File: src/rtl/grp_dec_pkg.sv
package grp_dec_pkg;

  localparam int OP_W    = 11;
  localparam int PFX_W   = 4;
  localparam int FEAT_W  = 6;
  localparam int CTL_W   = 3;
  localparam int BYTE_W  = 8;
  localparam int SEL_W   = 3;

  // one-hot operation positions
  localparam int OP_SAVE    = 0;
  localparam int OP_RESTORE = 1;
  localparam int OP_CSR_LD  = 2;
  localparam int OP_CSR_ST  = 3;
  localparam int OP_WBACK   = 4;
  localparam int OP_FLUSH   = 5;
  localparam int OP_FLOPT   = 6;
  localparam int OP_COMMIT  = 7;
  localparam int OP_LFENCE  = 8;
  localparam int OP_MFENCE  = 9;
  localparam int OP_SFENCE  = 10;

  localparam int MEM_OPS = OP_FLOPT + 1;
  localparam logic [OP_W-1:0] MEM_OP_MASK = OP_W'((1 << MEM_OPS) - 1);

  // prefix vector positions
  localparam int PFX_LOCK  = 0;
  localparam int PFX_OPSZ  = 1;
  localparam int PFX_REP   = 2;
  localparam int PFX_REPNE = 3;

  // feature positions
  localparam int FT_SAVE   = 0;
  localparam int FT_WBACK  = 1;
  localparam int FT_FLOPT  = 2;
  localparam int FT_FLUSH  = 3;
  localparam int FT_COMMIT = 4;
  localparam int FT_FENCE  = 5;

  // control flag positions
  localparam int CT_EMU  = 0;
  localparam int CT_TS   = 1;
  localparam int CT_XEN  = 2;

  typedef enum logic [1:0] {
    RF_RSV    = 2'd0,
    RF_LFENCE = 2'd1,
    RF_MFENCE = 2'd2,
    RF_SFENCE = 2'd3
  } reg_cls_e;

  typedef struct packed {
    logic [OP_W-1:0] op;
    logic            need_addr;
    logic            ud;
    logic            nm;
  } dec_res_t;

endpackage

File: src/rtl/grp_form_split.sv
module grp_form_split
  import grp_dec_pkg::*;
(
  input  logic [BYTE_W-1:0] modrm,
  output logic              is_mem,
  output logic [SEL_W-1:0]  sel,
  output reg_cls_e          rcls,
  output logic              is_f8
);

  localparam int MODE_HI = BYTE_W - 1;
  localparam int MODE_LO = BYTE_W - 2;

  always_comb begin
    is_mem = (modrm[MODE_HI:MODE_LO] != 2'b11);
    sel    = modrm[MODE_LO-1 -: SEL_W];
    is_f8  = (modrm == 8'hF8);
    rcls   = RF_RSV;
    if (!is_mem) begin
      unique case (sel)
        3'd5:    rcls = RF_LFENCE;
        3'd6:    rcls = RF_MFENCE;
        3'd7:    rcls = RF_SFENCE;
        default: rcls = RF_RSV;
      endcase
    end
  end

endmodule

File: src/rtl/grp_mem_rules.sv
module grp_mem_rules
  import grp_dec_pkg::*;
(
  input  logic [SEL_W-1:0] sel,
  input  logic             lock,
  input  logic             opsz,
  input  logic             rep_any,
  input  logic             ft_save,
  input  logic             ft_wback,
  input  logic             ft_flopt,
  input  logic             ft_flush,
  input  logic             emu,
  input  logic             ts,
  input  logic             xen,
  output dec_res_t         res
);

  always_comb begin
    res = '0;
    unique case (sel)
      3'd0, 3'd1: begin
        if (!ft_save || lock)      res.ud = 1'b1;
        else if (emu || ts)        res.nm = 1'b1;
        else if (sel == 3'd0)      res.op[OP_SAVE] = 1'b1;
        else                       res.op[OP_RESTORE] = 1'b1;
      end
      3'd2, 3'd3: begin
        if (emu || !xen)           res.ud = 1'b1;
        else if (ts)               res.nm = 1'b1;
        else if (sel == 3'd2)      res.op[OP_CSR_LD] = 1'b1;
        else                       res.op[OP_CSR_ST] = 1'b1;
      end
      3'd6: begin
        if (lock || !opsz || !ft_wback) res.ud = 1'b1;
        else                            res.op[OP_WBACK] = 1'b1;
      end
      3'd7: begin
        if (lock)                  res.ud = 1'b1;
        else if (opsz) begin
          if (!ft_flopt)           res.ud = 1'b1;
          else                     res.op[OP_FLOPT] = 1'b1;
        end else begin
          if (rep_any || !ft_flush) res.ud = 1'b1;
          else                      res.op[OP_FLUSH] = 1'b1;
        end
      end
      default:                     res.ud = 1'b1;
    endcase
    res.need_addr = |res.op;
  end

endmodule

File: src/rtl/grp_reg_rules.sv
module grp_reg_rules
  import grp_dec_pkg::*;
(
  input  reg_cls_e  rcls,
  input  logic      is_f8,
  input  logic      lock,
  input  logic      opsz,
  input  logic      ft_commit,
  input  logic      ft_fence,
  output dec_res_t  res
);

  logic commit_form;
  logic fence_ok;

  always_comb begin
    commit_form = is_f8 && opsz;
    fence_ok    = ft_fence && !lock;
    res         = '0;
    if (commit_form) begin
      if (!ft_commit || lock) res.ud = 1'b1;
      else                    res.op[OP_COMMIT] = 1'b1;
    end else begin
      unique case (rcls)
        RF_LFENCE: if (fence_ok) res.op[OP_LFENCE] = 1'b1; else res.ud = 1'b1;
        RF_MFENCE: if (fence_ok) res.op[OP_MFENCE] = 1'b1; else res.ud = 1'b1;
        RF_SFENCE: if (fence_ok) res.op[OP_SFENCE] = 1'b1; else res.ud = 1'b1;
        default:   res.ud = 1'b1;
      endcase
    end
    res.need_addr = 1'b0;
  end

endmodule

File: src/rtl/grp_out_stage.sv
module grp_out_stage
  import grp_dec_pkg::*;
(
  input  logic     clk,
  input  logic     rst_n,
  input  logic     en,
  input  dec_res_t d,
  output logic     q_valid,
  output dec_res_t q
);

  logic     valid_nxt;
  dec_res_t res_nxt;

  always_comb begin
    valid_nxt = en;
    res_nxt   = q;
    if (en) res_nxt = d;
  end

  always_ff @(posedge clk or negedge rst_n) begin
    if (!rst_n) begin
      q_valid <= 1'b0;
      q       <= '0;
    end else begin
      q_valid <= valid_nxt;
      q       <= res_nxt;
    end
  end

endmodule

File: src/rtl/grp_legal_dec.sv
module grp_legal_dec
  import grp_dec_pkg::*;
(
  input  logic              clk,
  input  logic              rst_n,
  input  logic              in_valid,
  input  logic [BYTE_W-1:0] in_modrm,
  input  logic [PFX_W-1:0]  in_pfx,
  input  logic [FEAT_W-1:0] in_feat,
  input  logic [CTL_W-1:0]  in_ctl,
  output logic              out_valid,
  output logic [OP_W-1:0]   out_op,
  output logic              out_need_addr,
  output logic              out_ud,
  output logic              out_nm
);

  logic             is_mem;
  logic [SEL_W-1:0] sel;
  reg_cls_e         rcls;
  logic             is_f8;
  dec_res_t         mem_res;
  dec_res_t         reg_res;
  dec_res_t         sel_res;
  dec_res_t         q_res;

  grp_form_split u_split (
    .modrm  (in_modrm),
    .is_mem (is_mem),
    .sel    (sel),
    .rcls   (rcls),
    .is_f8  (is_f8)
  );

  grp_mem_rules u_mem (
    .sel      (sel),
    .lock     (in_pfx[PFX_LOCK]),
    .opsz     (in_pfx[PFX_OPSZ]),
    .rep_any  (in_pfx[PFX_REP] | in_pfx[PFX_REPNE]),
    .ft_save  (in_feat[FT_SAVE]),
    .ft_wback (in_feat[FT_WBACK]),
    .ft_flopt (in_feat[FT_FLOPT]),
    .ft_flush (in_feat[FT_FLUSH]),
    .emu      (in_ctl[CT_EMU]),
    .ts       (in_ctl[CT_TS]),
    .xen      (in_ctl[CT_XEN]),
    .res      (mem_res)
  );

  grp_reg_rules u_reg (
    .rcls      (rcls),
    .is_f8     (is_f8),
    .lock      (in_pfx[PFX_LOCK]),
    .opsz      (in_pfx[PFX_OPSZ]),
    .ft_commit (in_feat[FT_COMMIT]),
    .ft_fence  (in_feat[FT_FENCE]),
    .res       (reg_res)
  );

  always_comb begin
    sel_res = is_mem ? mem_res : reg_res;
  end

  grp_out_stage u_out (
    .clk     (clk),
    .rst_n   (rst_n),
    .en      (in_valid),
    .d       (sel_res),
    .q_valid (out_valid),
    .q       (q_res)
  );

  assign out_op        = q_res.op;
  assign out_need_addr = q_res.need_addr;
  assign out_ud        = q_res.ud;
  assign out_nm        = q_res.nm;

endmodule

File: config.mk
export PLATFORM = sky130hd
export DESIGN_NAME = grp_legal_dec
export DESIGN_NICKNAME = d
export VERILOG_FILES = /design/src/rtl/grp_dec_pkg.sv /design/src/rtl/grp_form_split.sv /design/src/rtl/grp_mem_rules.sv /design/src/rtl/grp_reg_rules.sv /design/src/rtl/grp_out_stage.sv /design/src/rtl/grp_legal_dec.sv
export SDC_FILE = /design/constraint.sdc
export NUM_CORES = 1
export LEC_CHECK = 0
export BUFFER_PORTS_ARGS = -buffer_cell sky130_fd_sc_hd__buf_2
export CAP_MARGIN = 20
export CORE_ASPECT_RATIO = 1.5
export CORE_MARGIN = 3
export CORE_UTILIZATION = 49
export DETAILED_ROUTE_END_ITERATION = 7
export PLACE_DENSITY = 0.79
export SETUP_SLACK_MARGIN = 0.15
export SYNTH_ARGS = -nofsm -noshare
export SYNTH_HDL_FRONTEND = slang
export SYNTH_HIERARCHICAL = 1
export SYNTH_SLANG_ARGS = --single-unit
export TNS_END_PERCENT = 30
File: constraint.sdc
create_clock -name clk -period 0.8 [get_ports clk]
set_input_delay 0.04 -clock clk [delete_from_list [all_inputs] [get_ports clk]]
set_output_delay 0.04 -clock clk [all_outputs]
set_load 0.05 [all_outputs]
==> results.tsv <==
metric	value	unit
cp_slowest_cell	or3b_4	
powerDensity	1252	nW/um^2
drive_gt1_frac	0.6727	
seqPwrFrac	0.403	
viasPerCell	5.230	
ir_drop	1734	uV
leakagePower	0.8649	nW
synth_area_leaders	dfrtp_1 34%, mux2_2 29%, buf_4 11%	
reg2reg_to	u_out/q[8]	
crit_fanout	2	
critical_path_class	input port to register	
port_buffers	38	
pwr-share-clk	0.190	
reg2reg_from	u_out/q[8]	
ys_ff_latch	15	
ys.warnings.count	6	
required	970	ps
wire_per_inst	16.00	um
ff2ff_path_depth	1	
drt.antenna.violating_nets	0	
numCtsBuffers	3	
setup_slack	-601.4	ps
gp_congestion	0.8143	
die_area	2866	um^2
dr.pass1.iters	3	
arrival	1570	ps
grt_max_degree	16	
grt_pass1_vias	1093	
drc	0	
pwr-share-comb	0.407	
initial_core_util	0.5307	
synth_area	1102	um^2
finalSetupViolCount	29	
clockRootBuffer	clkbuf_4	
fp.dieH	64.09	um
num_vias	978	
rsz0062_at_grt	true	
cpMostUsedCell	mux2_4	
yosysTopAreaCell	dfrtp_1	
hold_viol	0	
path_buf_inv	1	
cts_max_level	1	
synth.top_cell.area_share	0.3405	
switching_power	0.7195	mW
slowest_delay	380	ps
crit_chain	buf_6 -> or2_4 -> or3b_4 -> a311oi_2 -> nor2_1 -> mux2_4 -> mux2_4	
final_area	1725	um^2
clock.fmax	0.7136	GHz
path_clk_slew	80	ps
avgSynthCellArea	10.60	um^2
cts_buffer_depth	2	
grt_remaining_overflow	0	
placed_area	1370	um^2
regToRegSetupSlack	0	ps
fp.dieW	44.73	um
whs_endpoint	u_out/q_valid	
violations	setup timing	
num_rows	20	
dp_hpwl	1936	um
seq_area_frac_synth	0.3405	
antenna_found_initial	0	
min_period	1401	ps
grt_usage	0.2289	
cts_tree	yes	
clock_latency	270	ps
yosysUniqueCellTypes	25	
ioPinCount	39	
synthCells	104	
maxCapViolCount	0	
antenna_cells	0	
nNetsFinal	190	
finalClockSkew	0	ps
worst_setup_path_end_kind	register	
outcome	finished, violations left	
min_path_cells	1	
wl	2992	um
period_share	1.752	
p_int	1.441	mW
hp-class	input port to register	
cts.sinks	15	
grt_pass1_wl	4857	um
cp_top_family	simple AND/OR/NAND/NOR gates	
worstSetupPathDepth	7	
tns	-6072	ps
startpoint_type	input port	
p_sw_frac	0.3330	
maxSlewViolCount	0	
core_area	2077	um^2
area_delta_synth_final	56.53	%
drtIter0Drc	17	
fin_total_pwr	2.161	mW
hp-start	in_valid	
[power groups by stage]
stage          Clock (mW)  Combinational (mW)  Sequential (mW)
2_1_floorplan           0               0.264             1.09
3_3_place_gp            0               0.660            0.863
3_5_place_dp            0               0.674            0.867
4_1_cts             0.430               0.854            0.869
5_1_grt             0.469               0.922            0.880
6_report            0.411               0.879            0.870
[stage by stage]
stage	hold WS, ps	setup slack, ps	instances	util
after floorplan	-255.6	-713.2	115	-
after global placement	-47.40	-856.7	175	0.6596
after detailed placement	-45.09	-917.2	175	0.6596
after CTS	66.18	-592.8	186	0.8145
after global routing	85.69	-627.6	187	0.8307
final	78.27	-601.4	187	0.8307
[placed cells by master (no fill, tap or decap)]
| master | netlist | routed |
|---|---|---|
| and4b_1 | 1 | 1 |
| mux2_4 | 0 | 15 |
| or3b_4 | 1 | 2 |
| buf_8 | 0 | 1 |
| a311oi_2 | 1 | 1 |
| clkbuf_4 | 0 | 3 |
| nand2b_1 | 1 | 1 |
| dfrtp_1 | 15 | 15 |
| nand2_1 | 6 | 5 |
| nor4b_2 | 0 | 2 |
| nor2_1 | 7 | 6 |
| o21a_1 | 2 | 2 |
| or2_1 | 1 | 1 |
| buf_2 | 0 | 18 |
| mux2_2 | 28 | 13 |
| dlygate4sd3_1 | 0 | 1 |
| buf_6 | 2 | 30 |
| nor3_1 | 4 | 1 |
| nand3b_1 | 2 | 2 |
| and2_4 | 1 | 1 |
| a21oi_1 | 5 | 4 |
| clkbuf_1 | 0 | 1 |
| and4bb_2 | 1 | 1 |
| or2_4 | 0 | 1 |
| a21oi_4 | 0 | 1 |
| and4b_2 | 1 | 1 |
| conb_1 | 2 | 13 |
| buf_4 | 16 | 14 |
| nor2_2 | 0 | 1 |
| and4_4 | 0 | 1 |
| nand4b_1 | 1 | 1 |
| or3_4 | 0 | 1 |
| nor3_2 | 0 | 3 |
| nand2_2 | 0 | 1 |
[layer usage]
layer	global-route usage	vias to the layer above	share of wire
li1	-	467	-
met1	0.2621	470	0.39
met2	0.4065	35	0.53
met3	0.05634	6	0.069
met4	0.05660	0	0.015
met5	0	-	0
[cell type report]
class                   count  area [um^2]
fillers                   123        351.6
multi-input cells          82        738.2
flip-flops and latches     15        375.4
clock buffers               4        26.28
well taps                  22        27.53
repair buffers             64        558.0
[how the worst max path moves through the flow]
| stage | from | to |
|---|---|---|
| 2_1_floorplan | in_pfx[3] | u_out/q[1] |
| 3_3_place_gp | in_pfx[3] | u_out/q[1] |
| 3_5_place_dp | in_pfx[3] | u_out/q[1] |
| 4_1_cts | in_pfx[3] | u_out/q[1] |
| 5_1_grt | in_pfx[3] | u_out/q[1] |
| 6_report | in_pfx[3] | u_out/q[1] |
[Yosys cell counts, drive strengths merged]
master and n:
a311oi 1, or3b 2, nand2 6, nor3 4, or3 1, mux2 28, buf 18, and4b 2
or2 2, and2 1, nand3b 2, o21a 2, nand4b 1, nor2 7, and4bb 1, a21oi 5
nor4b 2, and4 1, dfrtp 15, conb 2, nand2b 1
[registers in the layout, summed over array words and instances (netlist names)]
name	flops
u_out/q	14
u_out/q_valid	1
[logic make-up (layout without fill, tap and decap cells)]
kind of cell | after synthesis | count (layout) | share of synthesized area
buf+inv | 18 | 68 | 0.1294
other cells | 2 | 13 | 0.006813
simple gates | 33 | 33 | 0.1873
flops | 15 | 15 | 0.3405
mux | 28 | 28 | 0.2860
compound gates | 8 | 8 | 0.04993
[timing repair]
item	in CTS	in global routing
pin swaps	12	7
endpoints found under the setup margin	29	29
buffers inserted	6	1
resized for setup	63	7
hold buffers	1	0
hold endpoints to repair	15	0
Note: power is estimated with default switching activity, not from simulation.
